==> src/rtl/blit_pkg.sv <==
package blit_pkg;
  localparam int unsigned BLIT_DATA_W = 16;
  localparam int unsigned BLIT_LEN_W  = 12;
  localparam int unsigned BLIT_LANE_W = 8;

  typedef enum logic {
    BLIT_ASC  = 1'b0,
    BLIT_DESC = 1'b1
  } blit_dir_e;
endpackage

==> src/rtl/blit_len_ctr.sv <==
module blit_len_ctr #(
  parameter int unsigned LEN_W  = blit_pkg::BLIT_LEN_W,
  parameter int unsigned DATA_W = blit_pkg::BLIT_DATA_W,
  parameter int unsigned LANE_W = blit_pkg::BLIT_LANE_W
) (
  input  logic                      clk,
  input  logic                      rst_n,
  input  logic                      len_wr,
  input  logic [LEN_W-1:0]          len_val,
  input  logic                      wr_stb,
  input  logic                      prime_stb,
  input  logic                      byte_acc,
  input  logic [$clog2(DATA_W)-1:0] dst_off,
  output logic                      first_q,
  output logic                      primed_q,
  output logic                      done_q,
  output logic                      cnt_small,
  output logic [$clog2(DATA_W)-1:0] cnt_low
);
  localparam int unsigned CNT_W = LEN_W + 2;
  localparam int unsigned OFF_W = $clog2(DATA_W);

  // Bits consumed by one counted write.
  function automatic logic signed [CNT_W-1:0] step_amt(
    input logic first, input logic is_byte, input logic [OFF_W-1:0] off);
    int a;
    if (is_byte) a = first ? int'(LANE_W) - (int'(off) % int'(LANE_W)) : int'(LANE_W);
    else         a = first ? int'(DATA_W) - int'(off) : int'(DATA_W);
    return CNT_W'(a);
  endfunction

  logic [LEN_W-1:0]        len_q;
  logic signed [CNT_W-1:0] cnt_q;
  logic signed [CNT_W-1:0] span_load;
  logic signed [CNT_W-1:0] span_reload;
  logic signed [CNT_W-1:0] dec_amt;
  logic signed [CNT_W-1:0] cnt_after;
  logic                    load_ev;
  logic                    count_ev;
  logic                    exhaust_ev;

  assign load_ev     = len_wr;
  assign count_ev    = wr_stb && !len_wr;
  assign span_load   = $signed({2'b00, len_val}) + CNT_W'(1);
  assign span_reload = $signed({2'b00, len_q}) + CNT_W'(1);
  assign dec_amt     = step_amt(first_q, byte_acc, dst_off);
  assign cnt_after   = cnt_q - dec_amt;
  assign exhaust_ev  = count_ev && (cnt_after <= 0);

  always_ff @(posedge clk or negedge rst_n) begin
    if (!rst_n) begin
      len_q    <= '0;
      cnt_q    <= CNT_W'(1);
      first_q  <= 1'b1;
      primed_q <= 1'b0;
      done_q   <= 1'b0;
    end else begin
      done_q <= exhaust_ev;
      if (load_ev) begin
        len_q    <= len_val;
        cnt_q    <= span_load;
        first_q  <= 1'b1;
        primed_q <= 1'b0;
      end else if (exhaust_ev) begin
        cnt_q    <= span_reload;
        first_q  <= 1'b1;
        primed_q <= 1'b0;
      end else begin
        if (count_ev) begin
          cnt_q   <= cnt_after;
          first_q <= 1'b0;
        end
        if (prime_stb) primed_q <= 1'b1;
      end
    end
  end

  assign cnt_small = (cnt_q < $signed(CNT_W'(DATA_W)));
  assign cnt_low   = cnt_q[OFF_W-1:0];


  load_flags_chk: assert property (@(posedge clk) disable iff (!rst_n)
    load_ev |=> (first_q && !primed_q && !done_q));

  reload_flags_chk: assert property (@(posedge clk) disable iff (!rst_n)
    exhaust_ev |=> (first_q && !primed_q && done_q));

  cnt_positive_chk: assert property (@(posedge clk) disable iff (!rst_n)
    cnt_q > 0);

  first_clear_chk: assert property (@(posedge clk) disable iff (!rst_n)
    (count_ev && !exhaust_ev) |=> !first_q);

  prime_set_chk: assert property (@(posedge clk) disable iff (!rst_n)
    (prime_stb && !load_ev && !exhaust_ev) |=> primed_q);

  prime_hold_cnt_chk: assert property (@(posedge clk) disable iff (!rst_n)
    (prime_stb && !wr_stb && !len_wr) |=> $stable(cnt_q));
endmodule

==> src/rtl/blit_edge_mask.sv <==
module blit_edge_mask #(
  parameter int unsigned DATA_W = blit_pkg::BLIT_DATA_W,
  parameter int unsigned LANE_W = blit_pkg::BLIT_LANE_W
) (
  input  logic                        clk,
  input  logic                        rst_n,
  input  logic [DATA_W-1:0]           mask_reg,
  input  logic [DATA_W/LANE_W-1:0]    lane_en,
  input  blit_pkg::blit_dir_e         dir,
  input  logic [$clog2(DATA_W)-1:0]   dst_off,
  input  logic                        first_word,
  input  logic                        cnt_small,
  input  logic [$clog2(DATA_W)-1:0]   cnt_low,
  output logic [DATA_W-1:0]           wmask
);
  localparam int unsigned OFF_W  = $clog2(DATA_W);
  localparam int unsigned NLANES = DATA_W / LANE_W;

  // Tail mask for a short remainder, realigned on the first word.
  function automatic logic [DATA_W-1:0] tail_mask(
    input logic [OFF_W-1:0] n, input blit_pkg::blit_dir_e d,
    input logic first, input logic [OFF_W-1:0] off);
    logic [DATA_W-1:0] m;
    if (d == blit_pkg::BLIT_ASC) begin
      m = ~({DATA_W{1'b1}} << n);
      if (first) m = m << off;
    end else begin
      m = {DATA_W{1'b1}} << (DATA_W - int'(n));
      if (first) m = m >> off;
    end
    return m;
  endfunction

  logic [DATA_W-1:0] lane_bits;
  logic [DATA_W-1:0] base_mask;
  logic [DATA_W-1:0] end_mask;

  for (genvar l = 0; l < NLANES; l++) begin : g_lane
    assign lane_bits[l*LANE_W +: LANE_W] = {LANE_W{lane_en[l]}};
  end

  assign base_mask = mask_reg & lane_bits;
  assign end_mask  = cnt_small ? tail_mask(cnt_low, dir, first_word, dst_off)
                               : {DATA_W{1'b1}};
  assign wmask     = base_mask & end_mask;


  mask_within_base_chk: assert property (@(posedge clk) disable iff (!rst_n)
    (wmask & ~(mask_reg & lane_bits)) == '0);

  long_span_full_chk: assert property (@(posedge clk) disable iff (!rst_n)
    !cnt_small |-> (wmask == (mask_reg & lane_bits)));

  asc_top_closed_chk: assert property (@(posedge clk) disable iff (!rst_n)
    (cnt_small && !first_word && dir == blit_pkg::BLIT_ASC) |-> !wmask[DATA_W-1]);

  desc_bottom_closed_chk: assert property (@(posedge clk) disable iff (!rst_n)
    (cnt_small && !first_word && dir == blit_pkg::BLIT_DESC) |-> !wmask[0]);
endmodule

==> src/rtl/blit_edge_ctl.sv <==
module blit_edge_ctl #(
  parameter int unsigned LEN_W  = blit_pkg::BLIT_LEN_W,
  parameter int unsigned DATA_W = blit_pkg::BLIT_DATA_W,
  parameter int unsigned LANE_W = blit_pkg::BLIT_LANE_W
) (
  input  logic                      clk,
  input  logic                      rst_n,
  input  logic                      len_wr,
  input  logic [LEN_W-1:0]          len_val,
  input  logic                      dir_desc,
  input  logic [$clog2(DATA_W)-1:0] dst_off,
  input  logic [DATA_W-1:0]         mask_reg,
  input  logic [DATA_W/LANE_W-1:0]  lane_en,
  input  logic                      wr_stb,
  input  logic                      prime_stb,
  output logic [DATA_W-1:0]         wmask,
  output logic                      first_word,
  output logic                      primed,
  output logic                      done
);
  localparam int unsigned OFF_W = $clog2(DATA_W);

  logic                byte_acc;
  logic                cnt_small;
  logic [OFF_W-1:0]    cnt_low;
  blit_pkg::blit_dir_e dir;

  assign byte_acc = ~&lane_en;
  assign dir      = blit_pkg::blit_dir_e'(dir_desc);

  blit_len_ctr #(.LEN_W(LEN_W), .DATA_W(DATA_W), .LANE_W(LANE_W)) u_ctr (
    .clk       (clk),
    .rst_n     (rst_n),
    .len_wr    (len_wr),
    .len_val   (len_val),
    .wr_stb    (wr_stb),
    .prime_stb (prime_stb),
    .byte_acc  (byte_acc),
    .dst_off   (dst_off),
    .first_q   (first_word),
    .primed_q  (primed),
    .done_q    (done),
    .cnt_small (cnt_small),
    .cnt_low   (cnt_low)
  );

  blit_edge_mask #(.DATA_W(DATA_W), .LANE_W(LANE_W)) u_mask (
    .clk        (clk),
    .rst_n      (rst_n),
    .mask_reg   (mask_reg),
    .lane_en    (lane_en),
    .dir        (dir),
    .dst_off    (dst_off),
    .first_word (first_word),
    .cnt_small  (cnt_small),
    .cnt_low    (cnt_low),
    .wmask      (wmask)
  );


  done_pulse_chk: assert property (@(posedge clk) disable iff (!rst_n)
    done |-> first_word);
endmodule

==> config.mk <==
export PLATFORM = sky130hd
export DESIGN_NAME = blit_edge_ctl
export DESIGN_NICKNAME = d
export VERILOG_FILES = /design/src/rtl/blit_pkg.sv /design/src/rtl/blit_len_ctr.sv /design/src/rtl/blit_edge_mask.sv /design/src/rtl/blit_edge_ctl.sv
export SDC_FILE = /design/constraint.sdc
export NUM_CORES = 1
export LEC_CHECK = 0
export BUFFER_PORTS_ARGS = -buffer_cell sky130_fd_sc_hd__buf_2
export CORE_MARGIN = 2
export CORE_UTILIZATION = 65
export CTS_CLUSTER_SIZE = 12
export DETAILED_ROUTE_END_ITERATION = 6
export GPL_TIMING_DRIVEN = 0
export HOLD_SLACK_MARGIN = 0.03
export PLACE_DENSITY = 0.88
export REMOVE_ABC_BUFFERS = 1
export SLEW_MARGIN = 5
export SYNTH_ARGS = -nofsm -noshare
export SYNTH_HDL_FRONTEND = slang
export SYNTH_HIERARCHICAL = 1
export SYNTH_SLANG_ARGS = --single-unit
==> constraint.sdc <==
create_clock -name clk -period 6.5 [get_ports clk]
set_input_delay 0.65 -clock clk [delete_from_list [all_inputs] [get_ports clk]]
set_output_delay 0.65 -clock clk [all_outputs]
set_load 0.01 [all_outputs]
==> impl_metrics.env, run 1 <==
export IMPL_outcome="complete, no violations"
export IMPL_finalHoldViolCount=0
export IMPL_finalSetupTns_ns=0
export IMPL_clock_latency_ns=0.28
export IMPL_htree_levels=2
export IMPL_syn_instance_count=664
export IMPL_seq_area_frac_synth_pct=15.28
export IMPL_cts_hold_buf=0
export IMPL_max_slew_worst_pin_slew_ns=1.255
export IMPL_final_period_utilization_pct=72.20
export IMPL_routed_via_density=7.441
export IMPL_met2_length_mm=6.866
export IMPL_grt_ovfl_total=0
export IMPL_layout_min_cycle_time_ns=4.693
export IMPL_diodes=0
export IMPL_ctsResizeCount=0
export IMPL_yosys_cell_types_count=81
export IMPL_cts_sinks=29
export IMPL_cts_max_path_buffers=2
export IMPL_crit_required_ns=5.85
export IMPL_antenna_found_initial=0
export IMPL_cap_violations=0
export IMPL_place_inst=768
export IMPL_vias=5774
export IMPL_synth_warnings=6
export IMPL_power_density_nw_per_um2=216.8
export IMPL_startpoint="u_ctr/cnt_q[1]$_DFFE_PN0P_"
export IMPL_crit_path_end_kind="output pin"
export IMPL_fin_util_pct=70.32
export IMPL_r2r_start="u_ctr/first_q$_DFFE_PN1P_"
export IMPL_rows=31
export IMPL_synthTopCellsByArea="dfrtp_1 (14%), nand2_1 (5.2%), nor2_1 (5.0%)"
export IMPL_hold_path_class="input port to asynchronous set/reset pin"
export IMPL_wl_met1_mm=6.799
export IMPL_num_io_pins=59
export IMPL_start_util_pct=66.40
export IMPL_synth_most_common_cell="nand2_1"
export IMPL_place_gp_congestion=1.021
export IMPL_wl_per_cell_um=21.45
export IMPL_relSlewSlack_pct=16.36
export IMPL_cts_root_buf="clkbuf_8"
export IMPL_skew_ns=0.006101
export IMPL_cts_tree="yes"
export IMPL_core_um2=7176
export IMPL_synth_seq_cells=29
export IMPL_dieArea_um2=8031
export IMPL_critPathMaxFanout=22
export IMPL_route_detailed_drc=0
export IMPL_cts_clk_slew_worst_paths_ns=0.07
export IMPL_drive_gt1_share_pct=16.54
export IMPL_post_cts_repair_setup_buffers=0
export IMPL_fillCellCount=630
export IMPL_synth_ff_type="dfrtp_1"
export IMPL_critical_path_startpoint_type="flop"
export IMPL_p_leak_nw=1.973
export IMPL_async_reset_ff_share_pct=100.0
export IMPL_met3WireLength_mm=2.461
export IMPL_yosys_area_top_type_share_pct=14.18
export IMPL_setup_viol=0
export IMPL_syn_avg_cell_area_um2=7.176
export IMPL_reg2reg_slack_ns=2.67
export IMPL_synth_edf_count=0
export IMPL_die_w_um=89.62
export IMPL_grt_pass1_vias=4984
export IMPL_rsz0062_at_grt="false"
export IMPL_final_cells=776
export IMPL_post_dp_hpwl_mm=11.70
export IMPL_placed_area_um2=4938
export IMPL_syn_area_um2=4765
export IMPL_port_buffers=58
export IMPL_die_height_um=89.62
export IMPL_ir_drop_v=0.0001896
export IMPL_fin_area_um2=5046
export IMPL_final_antenna_net_count=0
export IMPL_synth_top_area_cell="dfrtp_1"
export IMPL_wl_mm=16.65
export IMPL_slew_viol_final=0
export IMPL_grt_max_degree=53
export IMPL_cts_buffers=5
export IMPL_grt_pass1_wl_mm=25.62
export IMPL_initialDrtViolationCount=831
export IMPL_whs_ns=0.3902
export IMPL_drtPass1Iterations=6
export IMPL_worstSetupPathType="flop to output pin"
export IMPL_critical_path_arrival_ns=4.04
export IMPL_fmaxAchievable_mhz=213.1
export IMPL_worstRegToRegCells=9
export IMPL_synthTopCellsByCount="nand2_1 (66), nor2_1 (63), a21oi_1 (45), o21ai_0 (35)"
export IMPL_r2r_end="u_ctr/cnt_q[7]$_DFFE_PN0P_"
export IMPL_grt_use_total_pct=41.15
export IMPL_final_net_count=734
export IMPL_highest_layer="met4"
export IMPL_syn_to_final_growth_pct=5.909
-- cell type report --
type | instances | area [um2] | share of cell area, %
sequential | 29 | 728.2 | 14.43
timing repair buffer | 59 | 297.8 | 5.901
tap | 99 | 123.9 | 2.455
clock inverter | 1 | 5.005 | 0.09918
multi-input combinational | 565 | 3735 | 74.01
inverter | 16 | 60.06 | 1.190
clock buffer | 7 | 96.34 | 1.909
-- worst max-delay path, stage by stage (launching register included) --
cell      delay, ns
dfrtp_1        0.81
inv_1          0.19
ha_1           0.30
inv_1          0.16
ha_1           0.52
nand3_1        0.31
o21ai_0        0.42
nor2_1         0.11
o311ai_0       0.67
a31oi_1        0.08
buf_2          0.18
-- state kept, by name (all words and copies together) (netlist names) --
register and cells:
u_ctr/cnt_q 14, u_ctr/done_q 1, u_ctr/first_q 1, u_ctr/len_q 12
u_ctr/primed_q 1
-- layout by cell type, fill, tap and decap left out, types with 13 or more instances in the layout --
cell	count
nand2b_1	17
dfrtp_1	27
nand4_1	15
nand2_1	66
a21oi_1	45
nor2_1	63
inv_1	16
xnor2_1	13
o21ai_0	35
nor3_1	27
mux2_2	16
buf_2	58
nand3_1	28
ha_1	17
xor2_1	16
a31oi_1	13
-- layer usage --
layer  vias to the layer above  GRT usage [%]
met3                        77          14.53
met2                       491          57.42
met1                      2671          60.00
met4                         0          10.99
met5                         -              0
li1                       2535              -
-- metrics by stage --
stage          power, mW  worst slack (ns)
2_1_floorplan     0.6866             3.193
3_3_place_gp      0.8679             2.172
3_5_place_dp      0.8871             2.148
4_1_cts            1.060             1.822
5_1_grt            1.155             1.708
6_report           1.094             1.807
-- worst max path at each step --
stage | end | slack [ns] | cells after the start
2_1_floorplan | wmask[9] | 3.19 | 10
3_3_place_gp | wmask[14] | 2.17 | 7
3_5_place_dp | wmask[2] | 2.15 | 6
4_1_cts | wmask[2] | 1.82 | 6
5_1_grt | wmask[15] | 1.71 | 8
6_report | wmask[14] | 1.81 | 10
-- where the power goes --
group / leakage [nW] / switching (mW) / total (mW) / internal [mW]
Sequential: 0.343 / 0.0764 / 0.278 / 0.202
Combinational: 1.58 / 0.418 / 0.649 / 0.230
Clock: 0.0542 / 0.0714 / 0.167 / 0.0956
-- logic make-up after synthesis --
kind of cell             Yosys count  share of synthesized area [%]
AND/OR/NAND/NOR                  293                          32.62
AO/OA/AOI/OAI                    202                          30.07
buffers and inverters             70                          6.565
XOR/XNOR                          29                          5.331
flip-flops                        29                          15.28
multiplexers                      23                          5.252
adder cells (fa/ha/maj)           18                          4.884
No activity file was read; power rests on OpenSTA's default activity.
==> run 2, diff against run 1 <==
--- a/config.mk
+++ b/config.mk
@@ -7,12 +7,12 @@
 export LEC_CHECK = 0
 export BUFFER_PORTS_ARGS = -buffer_cell sky130_fd_sc_hd__buf_2
 export CORE_MARGIN = 2
-export CORE_UTILIZATION = 65
+export CORE_UTILIZATION = 61
 export CTS_CLUSTER_SIZE = 12
 export DETAILED_ROUTE_END_ITERATION = 6
 export GPL_TIMING_DRIVEN = 0
 export HOLD_SLACK_MARGIN = 0.03
-export PLACE_DENSITY = 0.88
+export PLACE_DENSITY = 0.83
 export REMOVE_ABC_BUFFERS = 1
 export SLEW_MARGIN = 5
 export SYNTH_ARGS = -nofsm -noshare
==> constraint.sdc (replaced) <==
create_clock -name clk -period 4.8 [get_ports clk]
set_input_delay 0.48 -clock clk [delete_from_list [all_inputs] [get_ports clk]]
set_output_delay 0.48 -clock clk [all_outputs]
set_load 0.01 [all_outputs]
==> run 2 against run 1 <==
Combinational power rose by 34%. Clock power increased by 19%. Largest power group unchanged. First-iteration DRC count grew 10%. Sequential power rose by 34%. Global-route usage down 2.8 points.
==> impl_metrics.env, run 2 (synthesized netlist as in run 1, its figures left out) <==
export IMPL_outcome="complete, no violations"
export IMPL_drtPass1Iterations=5
export IMPL_layout_cells_most_common_list="nand2_1 (66), nor2_1 (63), buf_2 (58)"
export IMPL_initialDrtViolationCount=917
export IMPL_crit_required_ns=4.32
export IMPL_layout_commonest_cell="nand2_1"
export IMPL_setup_viol=0
export IMPL_ir_drop_v=0.0002014
export IMPL_cts_clk_slew_worst_paths_ns=0.07
export IMPL_max_slew_worst_pin_slew_ns=1.158
export IMPL_antenna_found_initial=0
export IMPL_cts_hold_buf=0
export IMPL_start_util_pct=62.30
export IMPL_dieArea_um2=8534
export IMPL_post_cts_repair_setup_buffers=0
export IMPL_fillCellCount=709
export IMPL_skew_ns=0.007302
export IMPL_critPathMaxFanout=22
export IMPL_finalSetupTns_ns=0
export IMPL_multiInputGateArea_um2=3735
export IMPL_wl_per_cell_um=21.61
export IMPL_final_net_count=734
export IMPL_post_dp_hpwl_mm=11.99
export IMPL_critical_path_startpoint_type="flop"
export IMPL_cts_max_path_buffers=2
export IMPL_seq_area_um2=728.2
export IMPL_final_period_utilization_pct=92.96
export IMPL_hold_path_class="input port to asynchronous set/reset pin"
export IMPL_cts_sinks=29
export IMPL_finalHoldViolCount=0
export IMPL_place_gp_congestion=0.9940
export IMPL_fin_util_pct=65.79
export IMPL_rows=32
export IMPL_final_antenna_net_count=0
export IMPL_power_density_nw_per_um2=286.7
export IMPL_grt_use_total_pct=38.35
export IMPL_power_mw=1.443
export IMPL_slew_viol_final=0
export IMPL_cts_buffers=5
export IMPL_dpl_worst_slack_ns=0.6538
export IMPL_worstSetupPathType="flop to output pin"
export IMPL_diodes=0
export IMPL_critical_path_arrival_ns=3.98
export IMPL_cap_violations=0
export IMPL_port_buffers=58
export IMPL_num_io_pins=59
export IMPL_largestRegisters="u_ctr/cnt_q: 14 flops, u_ctr/len_q: 12 flops"
export IMPL_ctsResizeCount=0
export IMPL_placed_area_um2=4942
export IMPL_largest_register_ff_count=14
export IMPL_setup_ws_ns=0.3380
export IMPL_routed_via_density=7.280
export IMPL_grt_pass1_wl_mm=26.14
export IMPL_cts_tree="yes"
export IMPL_clock_latency_ns=0.29
export IMPL_regMostFlops="u_ctr/cnt_q"
export IMPL_crit_path_end_kind="output pin"
export IMPL_grt_ovfl_total=0
export IMPL_wl_mm=16.83
export IMPL_cts_root_buf="clkbuf_8"
export IMPL_rsz0062_at_grt="false"
export IMPL_grt_max_degree=53
export IMPL_htree_levels=2
export IMPL_fmaxAchievable_mhz=224.1
export IMPL_die_height_um=92.38
export IMPL_relSlewSlack_pct=22.79
export IMPL_route_detailed_drc=0
export IMPL_drive_gt1_share_pct=16.40
export IMPL_die_w_um=92.38
export IMPL_p_leak_nw=1.964
export IMPL_core_um2=7647
export IMPL_syn_to_final_growth_pct=5.594
export IMPL_vias=5671
export IMPL_fin_area_um2=5031
export IMPL_grt_pass1_vias=4876
export IMPL_layout_min_cycle_time_ns=4.462
-- run 2: final timing paths --
check,startpoint,endpoint,slack [ns],cells after the start
max reg2reg,u_ctr/first_q$_DFFE_PN1P_,u_ctr/cnt_q[11]$_DFFE_PN0P_,1.00,9
min in group clk,len_val[5],u_ctr/len_q[5]$_DFFE_PN0P_,0.47,2
min reg2reg,u_ctr/len_q[0]$_DFFE_PN0P_,u_ctr/cnt_q[0]$_DFFE_PN1P_,0.55,1
max,u_ctr/cnt_q[1]$_DFFE_PN0P_,wmask[14],0.34,10
min,rst_n,u_ctr/cnt_q[2]$_DFFE_PN0P_,0.22,1
max in group asynchronous,rst_n,u_ctr/len_q[0]$_DFFE_PN0P_,4.17,1
-- run 2: worst max-delay path, cell delays in order, from the launching register on --
cell and delay, ns:
dfrtp_1 0.82, inv_1 0.19, ha_1 0.30, inv_1 0.11
ha_1 0.52, nand3_1 0.32, o21ai_0 0.46, nor2_1 0.14
o311ai_0 0.56, a31oi_1 0.09, buf_2 0.17
-- run 2: power breakdown --
group,internal [mW],total [mW],leakage [nW],switching (mW)
clock network,0.100,0.199,0.0450,0.0988
logic,0.312,0.871,1.58,0.560
registers,0.273,0.372,0.343,0.0989
-- run 2: final cells by class --
cell class                 count  share of cell area [%]
clock buffer                   6                   1.442
multi-input combinational    565                   74.24
inverter                      16                   1.194
sequential                    29                   14.47
timing repair buffer          59                   5.919
tap                          102                   2.537
clock inverter                 2                  0.1990
-- run 2: per-stage QoR --
stage	hold slack, ns	cells
6_report	0.2177	779
5_1_grt	0.2597	779
4_1_cts	0.2354	779
3_5_place_dp	0.5346	771
3_3_place_gp	0.5292	770
2_1_floorplan	0.1844	610
-- run 2: layer usage --
| metal | wire length (um) | GRT usage (%) | vias to the layer above | share of wire (%) |
|---|---|---|---|---|
| li1 | - | - | 2536 | - |
| met1 | 7131 | 59.08 | 2664 | 42 |
| met2 | 7197 | 57.00 | 431 | 43 |
| met3 | 2223 | 5.207 | 40 | 13 |
| met4 | 282 | 7.338 | 0 | 1.7 |
| met5 | 0 | 0 | - | 0 |
==> run 3, diff against run 2 <==
--- a/config.mk
+++ b/config.mk
@@ -13,6 +13,7 @@
 export GPL_TIMING_DRIVEN = 0
 export HOLD_SLACK_MARGIN = 0.03
 export PLACE_DENSITY = 0.83
+export RECOVER_POWER = 25
 export REMOVE_ABC_BUFFERS = 1
 export SLEW_MARGIN = 5
 export SYNTH_ARGS = -nofsm -noshare
==> run 3 against run 2 <==
The flow now finishes with violations (capacitance limit, slew limit). Register-to-register slack barely moved. Core utilization barely moved. Fmax fell by 0.68%. Cell count did not move. Largest cell class unchanged.
==> impl_metrics.env, run 3 (synthesized netlist as in run 1, its figures left out) <==
export IMPL_outcome="complete, but fails checks"
export IMPL_violations="capacitance limit, slew limit"
export IMPL_multiInputGateArea_um2=3735
export IMPL_cts_buffers=5
export IMPL_finalHoldViolCount=0
export IMPL_p_leak_nw=1.961
export IMPL_power_density_nw_per_um2=286.4
export IMPL_layout_min_cycle_time_ns=4.493
export IMPL_cts_root_buf="clkbuf_8"
export IMPL_drtPass1Iterations=5
export IMPL_ir_drop_v=0.0002011
export IMPL_setup_ws_ns=0.3074
export IMPL_syn_to_final_growth_pct=5.567
export IMPL_die_height_um=92.38
export IMPL_dieArea_um2=8534
export IMPL_slew_viol_final=30
export IMPL_critical_path_startpoint_type="flop"
export IMPL_r2r_start="u_ctr/first_q$_DFFE_PN1P_"
export IMPL_route_detailed_drc=0
export IMPL_startpoint="u_ctr/cnt_q[1]$_DFFE_PN0P_"
export IMPL_critical_path_arrival_ns=4.01
export IMPL_vias=5630
export IMPL_layout_commonest_cell="nand2_1"
export IMPL_htree_levels=2
export IMPL_cts_max_path_buffers=2
export IMPL_cts_clk_slew_worst_paths_ns=0.07
export IMPL_finalSetupTns_ns=0
export IMPL_grt_pass1_vias=4876
export IMPL_cts_sinks=29
export IMPL_largest_register_ff_count=14
export IMPL_setup_viol=0
export IMPL_reg2reg_slack_ns=1.01
export IMPL_place_gp_congestion=0.9940
export IMPL_ctsResizeCount=0
export IMPL_final_net_count=734
export IMPL_routed_via_density=7.227
export IMPL_core_um2=7647
export IMPL_seq_area_um2=728.2
export IMPL_relSlewSlack_pct=-4.550
export IMPL_r2r_end="u_ctr/cnt_q[11]$_DFFE_PN0P_"
export IMPL_crit_path_end_kind="output pin"
export IMPL_fmaxAchievable_mhz=222.6
export IMPL_wl_per_cell_um=21.58
export IMPL_diodes=0
export IMPL_wl_mm=16.81
export IMPL_regMostFlops="u_ctr/cnt_q"
export IMPL_largestRegisters="u_ctr/cnt_q: 14 flops, u_ctr/len_q: 12 flops"
export IMPL_grt_max_degree=53
export IMPL_skew_ns=0.008263
export IMPL_num_io_pins=59
export IMPL_rows=32
export IMPL_port_buffers=58
export IMPL_grt_pass1_wl_mm=26.14
export IMPL_drive_gt1_share_pct=16.25
export IMPL_final_period_utilization_pct=93.60
export IMPL_final_antenna_net_count=0
export IMPL_dpl_worst_slack_ns=0.6538
export IMPL_worstSetupPathType="flop to output pin"
export IMPL_initialDrtViolationCount=852
export IMPL_cap_violations=1
export IMPL_crit_required_ns=4.32
export IMPL_antenna_found_initial=0
export IMPL_grt_ovfl_total=0
export IMPL_post_dp_hpwl_mm=11.99
export IMPL_fillCellCount=710
export IMPL_crit_end="wmask[14]"
export IMPL_critPathMaxFanout=22
export IMPL_cts_hold_buf=0
export IMPL_cts_tree="yes"
export IMPL_post_cts_repair_setup_buffers=0
export IMPL_hold_path_class="input port to flop"
export IMPL_start_util_pct=62.30
export IMPL_rsz0062_at_grt="false"
export IMPL_layout_cells_most_common_list="nand2_1 (66), nor2_1 (63), buf_2 (57)"
export IMPL_grt_use_total_pct=38.35
export IMPL_max_slew_worst_pin_slew_ns=1.568
export IMPL_worstRegToRegCells=9
export IMPL_clock_latency_ns=0.29
export IMPL_die_w_um=92.38
run 3: changes by cell type in the layout (fill, tap and decap cells not counted), sizes merged:
cell	previous run	this run
clkbuf	6	7
buf	59	58
run 3: worst min-delay path by stage:
| stage | from | end | slack, ns | depth (start not counted) |
|---|---|---|---|---|
| floorplan | rst_n | u_ctr/cnt_q[10]$_DFFE_PN0P_ | 0.18 | 0 |
| global placement | rst_n | u_ctr/len_q[9]$_DFFE_PN0P_ | 0.53 | 1 |
| detailed placement | u_ctr/len_q[0]$_DFFE_PN0P_ | u_ctr/cnt_q[0]$_DFFE_PN1P_ | 0.53 | 1 |
| CTS | rst_n | u_ctr/len_q[9]$_DFFE_PN0P_ | 0.24 | 1 |
| global route | len_val[5] | u_ctr/len_q[5]$_DFFE_PN0P_ | 0.48 | 2 |
| finish | len_val[5] | u_ctr/len_q[5]$_DFFE_PN0P_ | 0.47 | 2 |
run 3: layer usage:
layer	wire (um)	global-route usage, %	part of all wire [%]	up-vias
met3	2135	5.207	13	50
met1	7180	59.08	43	2619
met5	0	0	0	-
met4	366	7.338	2.2	0
met2	7130	57.00	42	432
li1	-	-	-	2529
run 3: cell type report:
type	count	share of cell area, %
inverter	16	1.194
multi-input combinational	565	74.25
tap	102	2.537
clock buffer	6	1.443
timing repair buffer	59	5.896
clock inverter	2	0.1990
sequential	29	14.48
run 3: report_power, final:
part | switching (mW) | internal, mW | leakage, nW
combinational | 0.556 | 0.312 | 1.57
sequential | 0.100 | 0.273 | 0.343
clock | 0.0990 | 0.100 | 0.0450
run 3: through the flow:
step / hold WS, ns / total power [mW] / util [%] / cells / cell area (um2)
after floorplan: 0.1844 / 0.9298 / - / 610 / 4512
after CTS: 0.2354 / 1.399 / 65.71 / 779 / 5025
after detailed placement: 0.5346 / 1.198 / 64.63 / 771 / 4942
after global routing: 0.4758 / 1.521 / 65.77 / 779 / 5030
after global placement: 0.5292 / 1.180 / 64.46 / 770 / 4930
final: 0.4692 / 1.441 / 65.77 / 779 / 5030
run 3: worst max-delay path: stages, from the launching register on:
cell,delay (ns)
dfrtp_1,0.85
inv_1,0.19
ha_1,0.30
inv_1,0.11
ha_1,0.54
nand3_1,0.32
o21ai_0,0.42
nor2_1,0.14
o311ai_0,0.57
a31oi_1,0.09
buf_2,0.17
